<file path="config.mk">
export PLATFORM = sky130hd
export DESIGN_NAME = aclink_frame_tx
export DESIGN_NICKNAME = d
export VERILOG_FILES = /design/src/rtl/aclink_tx_pkg.sv /design/src/rtl/aclink_bit_timer.sv /design/src/rtl/aclink_slot_shadow.sv /design/src/rtl/aclink_bit_select.sv /design/src/rtl/aclink_frame_tx.sv
export SDC_FILE = /design/constraint.sdc
export NUM_CORES = 1
export LEC_CHECK = 0
export ABC_AREA = 1
export ABC_CLOCK_PERIOD_IN_PS = 1800
export BUFFER_PORTS_ARGS = -buffer_cell sky130_fd_sc_hd__buf_4
export CORE_ASPECT_RATIO = 0.75
export CORE_MARGIN = 8
export CORE_UTILIZATION = 35
export CTS_BUF_LIST = sky130_fd_sc_hd__clkbuf_8
export DETAILED_ROUTE_END_ITERATION = 7
export PLACE_DENSITY = 0.6
export SETUP_SLACK_MARGIN = 0.5
export SLEW_MARGIN = 20
export SYNTH_ARGS = -nofsm -noshare
export SYNTH_HDL_FRONTEND = slang
export SYNTH_SLANG_ARGS = --single-unit
export TNS_END_PERCENT = 30
</file>
<file path="constraint.sdc">
create_clock -name bit_clk -period 1.8 [get_ports bit_clk]
set_input_delay 0.18 -clock bit_clk [delete_from_list [all_inputs] [get_ports bit_clk]]
set_output_delay 0.18 -clock bit_clk [all_outputs]
set_load 0.02 [all_outputs]
</file>
<file path="src/rtl/aclink_tx_pkg.sv">
// Package: shared defaults for the outbound frame builder.
// Assumes: tag field is wide enough to hold one bit per slot plus the
// frame-valid bit.
package aclink_tx_pkg;
    localparam int DEF_NUM_SLOTS = 12;
    localparam int DEF_SAMPLE_W  = 16;
    localparam int DEF_SLOT_W    = 20;
    localparam int DEF_TAG_W     = 16;

    typedef enum logic {
        PH_DATA = 1'b0,
        PH_TAG  = 1'b1
    } phase_e;
endpackage

</file>
<file path="src/rtl/aclink_bit_timer.sv">
// Module: walks the frame bit by bit.
// Tracks the phase (tag or data), the slot index and a down-counting bit
// index within the current field. Also presents a one-cycle-delayed copy
// of that position, which is the position of the bit being launched.
// Assumes: TAG_W and SLOT_W do not exceed 2**BIT_W.
module aclink_bit_timer
    import aclink_tx_pkg::*;
#(
    parameter int NUM_SLOTS = DEF_NUM_SLOTS,
    parameter int SLOT_W    = DEF_SLOT_W,
    parameter int TAG_W     = DEF_TAG_W,
    parameter int BIT_W     = 5,
    parameter int SIDX_W    = 4
) (
    input  logic              bit_clk,
    input  logic              rst_n,
    output phase_e            cur_phase,
    output logic              frame_start,
    output phase_e            lch_phase,
    output logic [SIDX_W-1:0] lch_slot,
    output logic [BIT_W-1:0]  lch_bit,
    output logic              lch_en
);
    localparam logic [BIT_W-1:0]  TAG_TOP  = BIT_W'(TAG_W - 1);
    localparam logic [BIT_W-1:0]  SLOT_TOP = BIT_W'(SLOT_W - 1);
    localparam logic [SIDX_W-1:0] LAST_SL  = SIDX_W'(NUM_SLOTS - 1);

    phase_e            phase_q, phase_d;
    logic [SIDX_W-1:0] slot_q, slot_d;
    logic [BIT_W-1:0]  bit_q, bit_d;

    // Next position: count the bit index down, then move to the next field.
    always_comb begin
        phase_d = phase_q;
        slot_d  = slot_q;
        bit_d   = bit_q - 1'b1;
        if (bit_q == '0) begin
            if (phase_q == PH_TAG) begin
                phase_d = PH_DATA;
                slot_d  = '0;
                bit_d   = SLOT_TOP;
            end else if (slot_q == LAST_SL) begin
                phase_d = PH_TAG;
                slot_d  = '0;
                bit_d   = TAG_TOP;
            end else begin
                slot_d = slot_q + 1'b1;
                bit_d  = SLOT_TOP;
            end
        end
    end

    // Position register; reset parks it on the first tag bit.
    always_ff @(posedge bit_clk) begin
        if (!rst_n) begin
            phase_q <= PH_TAG;
            slot_q  <= '0;
            bit_q   <= TAG_TOP;
        end else begin
            phase_q <= phase_d;
            slot_q  <= slot_d;
            bit_q   <= bit_d;
        end
    end

    // Launch copy: one cycle behind, enabled after the first active edge.
    always_ff @(posedge bit_clk) begin
        if (!rst_n) begin
            lch_phase <= PH_TAG;
            lch_slot  <= '0;
            lch_bit   <= TAG_TOP;
            lch_en    <= 1'b0;
        end else begin
            lch_phase <= phase_q;
            lch_slot  <= slot_q;
            lch_bit   <= bit_q;
            lch_en    <= 1'b1;
        end
    end

    assign cur_phase   = phase_q;
    assign frame_start = (phase_q == PH_TAG) && (bit_q == TAG_TOP);
endmodule

</file>
<file path="src/rtl/aclink_slot_shadow.sv">
// Module: per-frame shadow of the parallel slot inputs.
// Captures flags and samples only on the frame-start edge, so the frame
// in flight never sees mid-frame input changes.
// Assumes: capture pulse is one cycle wide per frame.
module aclink_slot_shadow #(
    parameter int NUM_SLOTS = 12,
    parameter int SAMPLE_W  = 16
) (
    input  logic                          bit_clk,
    input  logic                          rst_n,
    input  logic                          capture,
    input  logic [NUM_SLOTS-1:0]          valid_in,
    input  logic [NUM_SLOTS*SAMPLE_W-1:0] data_in,
    output logic [NUM_SLOTS-1:0]          valid_sh,
    output logic [NUM_SLOTS*SAMPLE_W-1:0] data_sh
);
    // Shadow register, loaded once per frame.
    always_ff @(posedge bit_clk) begin
        if (!rst_n) begin
            valid_sh <= '0;
            data_sh  <= '0;
        end else if (capture) begin
            valid_sh <= valid_in;
            data_sh  <= data_in;
        end
    end
endmodule

</file>
<file path="src/rtl/aclink_bit_select.sv">
// Module: picks the frame bit for a given launch position.
// Builds the tag word and one padded word per slot, then indexes them.
// Assumes: TAG_W >= NUM_SLOTS + 1 and SLOT_W >= SAMPLE_W.
module aclink_bit_select
    import aclink_tx_pkg::*;
#(
    parameter int NUM_SLOTS = DEF_NUM_SLOTS,
    parameter int SAMPLE_W  = DEF_SAMPLE_W,
    parameter int SLOT_W    = DEF_SLOT_W,
    parameter int TAG_W     = DEF_TAG_W,
    parameter int BIT_W     = 5,
    parameter int SIDX_W    = 4
) (
    input  logic [NUM_SLOTS-1:0]          valid_sh,
    input  logic [NUM_SLOTS*SAMPLE_W-1:0] data_sh,
    input  phase_e                        phase,
    input  logic [SIDX_W-1:0]             slot,
    input  logic [BIT_W-1:0]              bit_idx,
    output logic                          bit_out
);
    localparam int EXT_W = 1 << BIT_W;
    localparam int PAD_W = SLOT_W - SAMPLE_W;

    logic [EXT_W-1:0] tag_word;
    logic [EXT_W-1:0] slot_word [NUM_SLOTS];

    // Tag word: frame-valid on top, slot flags below it, zeros elsewhere.
    always_comb begin
        tag_word            = '0;
        tag_word[TAG_W-1]   = |valid_sh;
        for (int s = 0; s < NUM_SLOTS; s++) begin
            tag_word[TAG_W-2-s] = valid_sh[s];
        end
    end

    // One padded word per slot, zero when the slot is not valid.
    for (genvar g = 0; g < NUM_SLOTS; g++) begin : g_slot
        always_comb begin
            slot_word[g] = '0;
            if (valid_sh[g]) begin
                slot_word[g][SLOT_W-1:PAD_W] = data_sh[g*SAMPLE_W +: SAMPLE_W];
            end
        end
    end

    // Final bit multiplexer.
    always_comb begin
        if (phase == PH_TAG) begin
            bit_out = tag_word[bit_idx];
        end else if (int'(slot) < NUM_SLOTS) begin
            bit_out = slot_word[slot][bit_idx];
        end else begin
            bit_out = 1'b0;
        end
    end
endmodule

</file>
<file path="src/rtl/aclink_frame_tx.sv">
// Module: top of the outbound frame builder.
// Registers sync from the current position and serial data from the
// launch position, so data trails sync by one bit clock.
// Assumes: bit_clk is the codec bit clock; rst_n is synchronous.
module aclink_frame_tx
    import aclink_tx_pkg::*;
#(
    parameter int NUM_SLOTS = DEF_NUM_SLOTS,
    parameter int SAMPLE_W  = DEF_SAMPLE_W,
    parameter int SLOT_W    = DEF_SLOT_W,
    parameter int TAG_W     = DEF_TAG_W
) (
    input  logic                          bit_clk,
    input  logic                          rst_n,
    input  logic [NUM_SLOTS-1:0]          slot_valid_i,
    input  logic [NUM_SLOTS*SAMPLE_W-1:0] slot_data_i,
    output logic                          sync_o,
    output logic                          sdout_o
);
    localparam int MAX_W  = (TAG_W > SLOT_W) ? TAG_W : SLOT_W;
    localparam int BIT_W  = $clog2(MAX_W);
    localparam int SIDX_W = (NUM_SLOTS > 1) ? $clog2(NUM_SLOTS) : 1;

    phase_e                        cur_phase, lch_phase;
    logic                          frame_start, lch_en, sel_bit;
    logic [SIDX_W-1:0]             lch_slot;
    logic [BIT_W-1:0]              lch_bit;
    logic [NUM_SLOTS-1:0]          valid_sh;
    logic [NUM_SLOTS*SAMPLE_W-1:0] data_sh;

    aclink_bit_timer #(
        .NUM_SLOTS(NUM_SLOTS), .SLOT_W(SLOT_W), .TAG_W(TAG_W),
        .BIT_W(BIT_W), .SIDX_W(SIDX_W)
    ) timer_i (
        .bit_clk(bit_clk), .rst_n(rst_n),
        .cur_phase(cur_phase), .frame_start(frame_start),
        .lch_phase(lch_phase), .lch_slot(lch_slot),
        .lch_bit(lch_bit), .lch_en(lch_en)
    );

    aclink_slot_shadow #(
        .NUM_SLOTS(NUM_SLOTS), .SAMPLE_W(SAMPLE_W)
    ) shadow_i (
        .bit_clk(bit_clk), .rst_n(rst_n), .capture(frame_start),
        .valid_in(slot_valid_i), .data_in(slot_data_i),
        .valid_sh(valid_sh), .data_sh(data_sh)
    );

    aclink_bit_select #(
        .NUM_SLOTS(NUM_SLOTS), .SAMPLE_W(SAMPLE_W), .SLOT_W(SLOT_W),
        .TAG_W(TAG_W), .BIT_W(BIT_W), .SIDX_W(SIDX_W)
    ) select_i (
        .valid_sh(valid_sh), .data_sh(data_sh),
        .phase(lch_phase), .slot(lch_slot), .bit_idx(lch_bit),
        .bit_out(sel_bit)
    );

    // Output registers: sync follows the tag phase, data follows launch.
    always_ff @(posedge bit_clk) begin
        if (!rst_n) begin
            sync_o  <= 1'b0;
            sdout_o <= 1'b0;
        end else begin
            sync_o  <= (cur_phase == PH_TAG);
            sdout_o <= lch_en & sel_bit;
        end
    end
endmodule

</file>
==> key figures, run 1 <==
Run status
  – Status: finished with violations
  – Failing checks: negative setup slack

Job
  – Max_cap viols: 0

Clock network
  – Reg clk slew, reported paths: 0.07 ns
  – Clock Latency Late Sink: 0.56 ns
  – Max Root-Sink Buffers: 3
  – CTS H-tree lvls: 2
  – Num CTS Buffers: 38
  – Root Buffer: clkbuf_8
  – Clock sinks: approximately 230
  – TritonCTS clock tree: done

Synth
  – Yosys top cell area share: 44.54%
  – Area leader, netlist: dfxtp_1
  – Sequential share of the synthesized area: between 40% and 50%
  – Avg Cell Area, Syn: 6.893 µm²
  – Largest cells by area after synthesis: dfxtp_1 (45%), nor2_1 (13%), o21ai_0 (11%)
  – Synth unique cells: 38
  – Post-synthesis net count: 1690
  – Ys Warns: 0
  – Synth async-reset ratio: 0%
  – Post-synth EDFFs: 0
  – #FFs+latches synth: 227
  – Ys flop type: dfxtp_1
  – Mapped Cells: 1480
  – Mapped cell area: 10200 µm²

Pwr
  – Logic pwr share: 32.4%
  – Psw: 5407 µW
  – Total power: 16890 µW
  – Sequential share of power: 35.7%
  – Maximum VDD drop: 0.6488 mV
  – Switching Share: 32.01%
  – Leak Pwr: 0.007907 µW
  – Pint: 11490 µW
  – Clock power share: 31.9%
  – Power Dens Cells: 875.0 nW/µm²

Placed design
  – Port bufs: about 210
  – Placer Congestion: 0.9180
  – Inst Count DP: between 2000 and 2500
  – Detailed Place HPWL: between 20000 and 30000 µm

Route
  – DR iter-0 viols: 1446
  – Vias: between 10000 and 15000
  – Vias/cell: about 5.4
  – Final WL: 52660 µm
  – Drt first pass iters: 6
  – Residual DRC: 0
  – Routed WL per cell: between 20 and 25 µm
  – Antenna-violating nets left: 0

Setup path
  – Setup crit end kind: register
  – Delay-heaviest family, CP: simple AND/OR/NAND/NOR gates
  – Worst EP arrival: 2.49 ns
  – Crit path cell chain: buf_8, buf_6, nor2_8, nand2_1, nand3_1, nand3_1, nand3_1, nand2_2, a21oi_2, nand2_1, nand2_1, nand2_1, nand2_1, nand2_1, a21oi_2
  – Crit path buffers/inverters: 2
  – Max incr delay on CP: 0.38 ns
  – Critical Path Fanout Max: 8
  – RR Endpoint: sdout_o
  – Critical path launch point type: register
  – Most used cell, CP: nand2_1
  – Flop2flop setup slack: -0.20 ns
  – R2R Path Start: timer_i.lch_slot[0]
  – Critical path class: register to register
  – Req. time, crit path: 2.29 ns
  – Critical-path top delay cell: dfxtp_4
  – Worst reg2reg path depth: 15

Floorplanning
  – Die area: 34930 µm²
  – Core ar.: 28850 µm²
  – Chip width: 213.1 µm
  – Initial Util: 35.36%
  – Rows: 54
  – Io pins: 208
  – Die Ht: 163.9 µm

Global route
  – Met2 Use GR: a little over two fifths
  – GR Util met3: about 7.3%
  – GR Overflow Total: 0
  – Total track usage: 26.92%
  – Vias in the first global route: 12430
  – Largest net degree at the start of global routing: 76
  – First-pass GRT wire length: roughly 73000 µm
  – Met1 GRT Util: around 36%
  – Initial antenna violation count: 1
  – GR peak layer: met2

Hold path
  – Hold Crit Start: slot_valid_i[8]
  – Worst hold path class: input port to register
  – Hold worst-path end: shadow_i.valid_sh[8]
  – Hold Path Cell Cnt: 4

Layout
  – Synth-to-Final Area Change: 89.26%
  – Share of cells above drive strength 1: 39.06%
  – Net count, final: 2184
  – FILL cells: 2083
  – Cell Count, Final, Fillers Out: 2395
  – Final core occ: 66.93%

Timing
  – Final Setup Violations: 1
  – Final worst path period share: 111.2%
  – Clock skew: 0.02200 ns
  – Final Critical Period: 2.001 ns
  – Fin. Hold Viols: 0
  – Final Max Tran Viols: 0
  – Slew of the pin with the lowest slew margin: 0.4758 ns
  – Setup WS post-layout: -0.2011 ns
  – Worst relative slew slack: 68.28%
  – RSZ-0062 raised after global routing: yes
  – TNS Setup: -0.2011 ns
  – Max Clk Rate: 499.7 MHz
[tightest hold or removal path, cell delays in order]
cell	delay, ns
buf_4	0.10
o21ai_2	0.05
buf_4	0.12
a21oi_2	0.09
[cells by family (layout without fill, tap and decap cells)]
group / Yosys count / in the layout / synth area share, %
adder cells (fa/ha/maj): 4 / 4 / 0.4906
AND/OR/NAND/NOR: 753 / 753 / 30.82
buffers and inverters: 188 / 710 / 8.217
XOR/XNOR: 2 / 2 / 0.1717
AO/OA/AOI/OAI: 306 / 306 / 15.76
flip-flops: 227 / 227 / 44.54
other: 0 / 1 / 0
[power groups by stage]
stage | combinational (µW) | clock (µW) | sequential [µW]
after floorplan | 1390 | 0 | 5910
after global placement | 2160 | 0 | 6060
after detailed placement | 2180 | 0 | 6050
after CTS | 4230 | 5370 | 5970
after global routing | 5720 | 5660 | 6080
final | 5470 | 5390 | 6030
[cell usage after synthesis (2+ instances only)]
| master | instances |
|---|---|
| a21oi_1 | 54 |
| buf_6 | 3 |
| o221ai_1 | 7 |
| dfxtp_1 | 227 |
| nor2_4 | 2 |
| a31oi_1 | 2 |
| buf_4 | 4 |
| nor2_1 | 340 |
| nand2_1 | 206 |
| inv_2 | 5 |
| nor2_8 | 2 |
| ha_1 | 4 |
| o211ai_1 | 10 |
| buf_8 | 2 |
| inv_1 | 76 |
| o21ai_1 | 2 |
| nor3_1 | 3 |
| xor2_1 | 2 |
| nand3_1 | 194 |
| clkbuf_2 | 2 |
| buf_2 | 42 |
| clkbuf_1 | 51 |
| o21ai_0 | 224 |
| a221oi_1 | 2 |
[metal layers]
layer	part of all wire, %	vias up	wire [µm]
met5	0	-	0
met4	3.6	0	1882
met3	10	138	5505
met2	46	750	24350
met1	40	6139	20920
li1	-	5907	-
[flip-flops by register name (all words and copies together) (netlist names)]
register,flops
timer_i.lch_slot,4
sdout_o,1
timer_i.lch_en,1
sync_o,1
shadow_i.data_sh,192
timer_i.cur_phase,1
shadow_i.valid_sh,12
timer_i.bit_q,5
timer_i.lch_phase,1
timer_i.slot_q,4
timer_i.lch_bit,5
[stage by stage]
step | setup slack [ns] | hold WS, ns | cell area (µm²)
after floorplan | 0.2530 | 0.2077 | 10300
after global placement | -0.1121 | 0.3925 | 12320
after detailed placement | -0.1216 | 0.3987 | 12320
after CTS | 0.02032 | 0.006426 | 17410
after global routing | -0.2607 | 0.05264 | 19310
final | -0.2011 | 0.03726 | 19310
[timing repair]
action                     in CTS  in global routing
resized for setup             264                491
pin swaps                      31                275
hold endpoints to repair      205                  2
hold buffers                  202                  2
cloned                         39                  6
setup buffers                  34                 12
setup endpoints to repair     214                215
[placed cells by master (no fill, tap or decap), types with 4 or more instances in the layout]
master and count:
buf_8 11, o221ai_1 7, a21oi_2 21, nor2_2 37, nor2_4 148, buf_12 27
nand3_4 4, dfxtp_1 218, clkbuf_8 52, o21ai_2 67, o21ai_4 23, dfxtp_2 7
buf_16 43, dlygate4sd3_1 204, o21ai_0 112, nor2_1 157, buf_4 248, o211ai_1 10
buf_6 18, clkbuf_16 6, inv_1 76, nand3_2 26, o21ai_1 24, a21oi_1 32
nand3_1 165, clkinv_2 7, nand2_2 5, inv_2 8, bufinv_16 4, nand2_1 200
[worst max-delay path by stage]
stage / start / end / depth (start not counted)
2_1_floorplan: timer_i.lch_slot[0] / sdout_o / 16
3_3_place_gp: timer_i.lch_slot[0] / sdout_o / 14
3_5_place_dp: timer_i.lch_slot[0] / sdout_o / 14
4_1_cts: timer_i.lch_slot[0] / sdout_o / 15
5_1_grt: timer_i.lch_slot[0] / sdout_o / 15
6_report: timer_i.lch_slot[0] / sdout_o / 15
[cell type report]
class	instances	area, µm²	share of cell area (%)
Timing Repair Buffer	558	6151	31.86
Clock inverter	16	172.7	0.8942
Multi-Input combinational cell	1065	6850	35.48
Timing Repair inverter	1	30.03	0.1555
Antenna cell	1	2.502	0.01296
Inverter	83	335.3	1.737
Tap cell	392	490.5	2.540
Clock buffer	52	715.7	3.707
Sequential cell	227	4561	23.62
(Power assumes the default switching activity.)
==> run 2, diff against run 1 <==
--- a/config.mk
+++ b/config.mk
@@ -13,7 +13,7 @@
 export CORE_UTILIZATION = 35
 export CTS_BUF_LIST = sky130_fd_sc_hd__clkbuf_8
 export DETAILED_ROUTE_END_ITERATION = 7
-export PLACE_DENSITY = 0.6
+export PLACE_DENSITY = 0.52
 export SETUP_SLACK_MARGIN = 0.5
 export SLEW_MARGIN = 20
 export SYNTH_ARGS = -nofsm -noshare
==> run 2 against run 1 <==
Compared with the run above: the run still ends with negative setup slack left; count of clock-buffer cells in the layout is 9 lower; non-clock buffer count shrank 11; flip-flop and latch count did not move; die area unchanged; sequential share of layout area is 1.4 points higher; maximum frequency up 4.6%; largest cell class is now buffers.
==> key figures, run 2 (same netlist as run 1, synthesis figures left out) <==
Run status
  – Status: finished with violations
  – Failing checks: negative setup slack

Clock network
  – TritonCTS clock tree: done
  – Clock Latency Late Sink: 0.53 ns (-0.03 ns)
  – Reg clk slew, reported paths: 0.06 ns (about the same)
  – Clock sinks: 227 (unchanged)
  – CTS H-tree lvls: 2 (unchanged)
  – Num CTS Buffers: 37 (-2.6%)
  – Max Root-Sink Buffers: 3 (unchanged)
  – Root Buffer: clkbuf_8

Placed design
  – Detailed Place HPWL: 26680 µm (+1.3%)
  – DP Worst Slack: -0.1785 ns (-0.05690 ns)
  – Port bufs: 207 (unchanged)
  – Placed cell areas: 12350 µm² (+0.20%)
  – Placer Congestion: 0.8899 (-3.1%)

Global route
  – Largest net degree at the start of global routing: 91 (+20%)
  – Vias in the first global route: 12160 (-2.2%)
  – GR Overflow Total: 0 (unchanged)
  – Total track usage: 26.29% (-0.63 points)
  – Initial antenna violation count: 2 (+1)
  – First-pass GRT wire length: 70760 µm (-2.4%)

Route
  – Uppermost layer routed: met5
  – Final WL: 47050 µm (-11%)
  – Residual DRC: 0 (unchanged)
  – Vias/cell: 5.085 (-5.8%)
  – Routed WL per cell: 19.75 µm (-10%)
  – Met2 WL post-DR: 21350 µm (-12%)
  – Vias: 12110 (-6.4%)
  – Antenna-violating nets left: 0 (unchanged)
  – Met3 Routed Length: 3366 µm (-39%)
  – DRT met1 WL: 20930 µm (about the same)
  – Drt first pass iters: 5 (-1)
  – DR iter-0 viols: 933 (-35%)

Pwr
  – Maximum VDD drop: 0.4352 mV (-33%)
  – Power Dens Cells: 844.4 nW/µm² (-3.5%)
  – Total power: 15380 µW (-9.0%)
  – Leak Pwr: 0.007715 µW (-2.4%)

Timing
  – Worst relative slew slack: 67.35% (-0.93 points)
  – Setup WS post-layout: -0.1131 ns (+0.08796 ns)
  – TNS Setup: -0.1131 ns (+0.08796 ns)
  – Final Max Tran Viols: 0 (unchanged)
  – Fin. Hold Viols: 0 (unchanged)
  – Final Setup Violations: 1 (unchanged)
  – Max Clk Rate: 522.7 MHz (+4.6%)
  – RSZ-0062 raised after global routing: yes
  – Slew of the pin with the lowest slew margin: 0.4897 ns (+0.01391 ns)
  – Final worst path period share: 106.3% (-4.9 points)
  – Clock skew: 0.01891 ns (-0.003090 ns)
  – Final Critical Period: 1.913 ns (-0.08796 ns)

Hold path
  – Worst hold path class: input port to register
  – Hold Crit Start: rst_n

Floorplanning
  – Die Ht: 163.9 µm (unchanged)
  – Core ar.: 28850 µm² (unchanged)
  – Die area: 34930 µm² (unchanged)
  – Initial Util: 35.36% (unchanged)
  – Chip width: 213.1 µm (unchanged)
  – Rows: 54 (unchanged)
  – Io pins: 208 (unchanged)

Layout
  – Most frequent cells in the layout: buf_4 (251), nor2_1 (232), dfxtp_1 (221)
  – Largest register by flop count: shadow_i.data_sh
  – Final core occ: 63.14% (-3.8 points)
  – Share of cells above drive strength 1: 32.33% (-6.7 points)
  – Max reg flops: 192 (unchanged)
  – Synth-to-Final Area Change: 78.55%
  – Net count, final: 2176 (-0.37%)
  – Final Cell Area: 18220 µm² (-5.7%)
  – Most common cell after layout, fill and taps aside: buf_4
  – Biggest regs: shadow_i.data_sh: 192 flops, shadow_i.valid_sh: 12 flops

Job
  – Max_cap viols: 0 (unchanged)

Setup path
  – Critical path launch point type: register
  – Req. time, crit path: 2.22 ns (-0.07 ns)
  – Flop2flop setup slack: -0.11 ns (+0.09 ns)
  – Worst EP arrival: 2.33 ns (-0.16 ns)
  – Setup crit end kind: register
  – Critical path class: register to register
  – Crit path from: timer_i.lch_slot[0]
  – Critical Path Fanout Max: 9 (+1)
  – R2R Path Start: timer_i.lch_slot[0]
run 2: what timing repair did:
action                                  CTS  global route
endpoints found under the setup margin  215           215
pin swaps                                91            81
gates resized for setup                 284           230
hold buffers                            197             7
hold endpoints to repair                197             7
buffers inserted                         34             5
cloned                                   45             0
run 2: power by group:
group | total (µW) | switching, µW | leakage (µW) | internal [µW]
combinational | 4900 | 2380 | 0.00540 | 2520
clock | 4480 | 2040 | 0.000428 | 2440
sequential | 6000 | 386 | 0.00188 | 5610
total | 15400 | 4810 | 0.00771 | 10600
run 2: stage by stage:
step,cells,hold slack [ns]
after floorplan,1480,0.2077
after global placement,2031,0.3920
after detailed placement,2031,0.3974
after CTS,2369,0.001351
after global routing,2382,0.1187
final,2382,0.1091
run 2: per-layer routing:
layer  up-vias  global-route usage (%)
li1       5860                       -
met1      5710                   35.45
met2       446                   41.35
met3        94                   5.683
met4         2                   8.738
met5         -                       0
run 2: worst paths after layout:
path | cells past startpoint | to
max reg2reg | 14 | sdout_o
min reg2reg | 1 | timer_i.bit_q[0]
max | 14 | sdout_o
min | 3 | shadow_i.data_sh[126]
run 2: cell type report:
cell class | count | area (µm²)
clock buffer | 43 | 591.8
timing repair inverter | 5 | 91.34
clock inverter | 19 | 123.9
sequential | 227 | 4554
multi-input combinational | 1065 | 5969
fill | 2448 | 10630
inverter | 83 | 335.3
tap | 392 | 490.5
antenna | 1 | 2.502
timing repair buffer | 547 | 6057
run 2: critical path: stages, from the launching register on:
cell        delay, ns
dfxtp_4          0.40
nand2_1          0.14
clkinvlp_4       0.21
nand2_1          0.11
nand3_1          0.09
nand3_1          0.22
nand3_1          0.10
nand3_1          0.08
nand3_1          0.08
nand2_1          0.08
nand2_1          0.04
nand2_1          0.06
nand2_1          0.05
nand2_1          0.07
a21oi_2          0.05
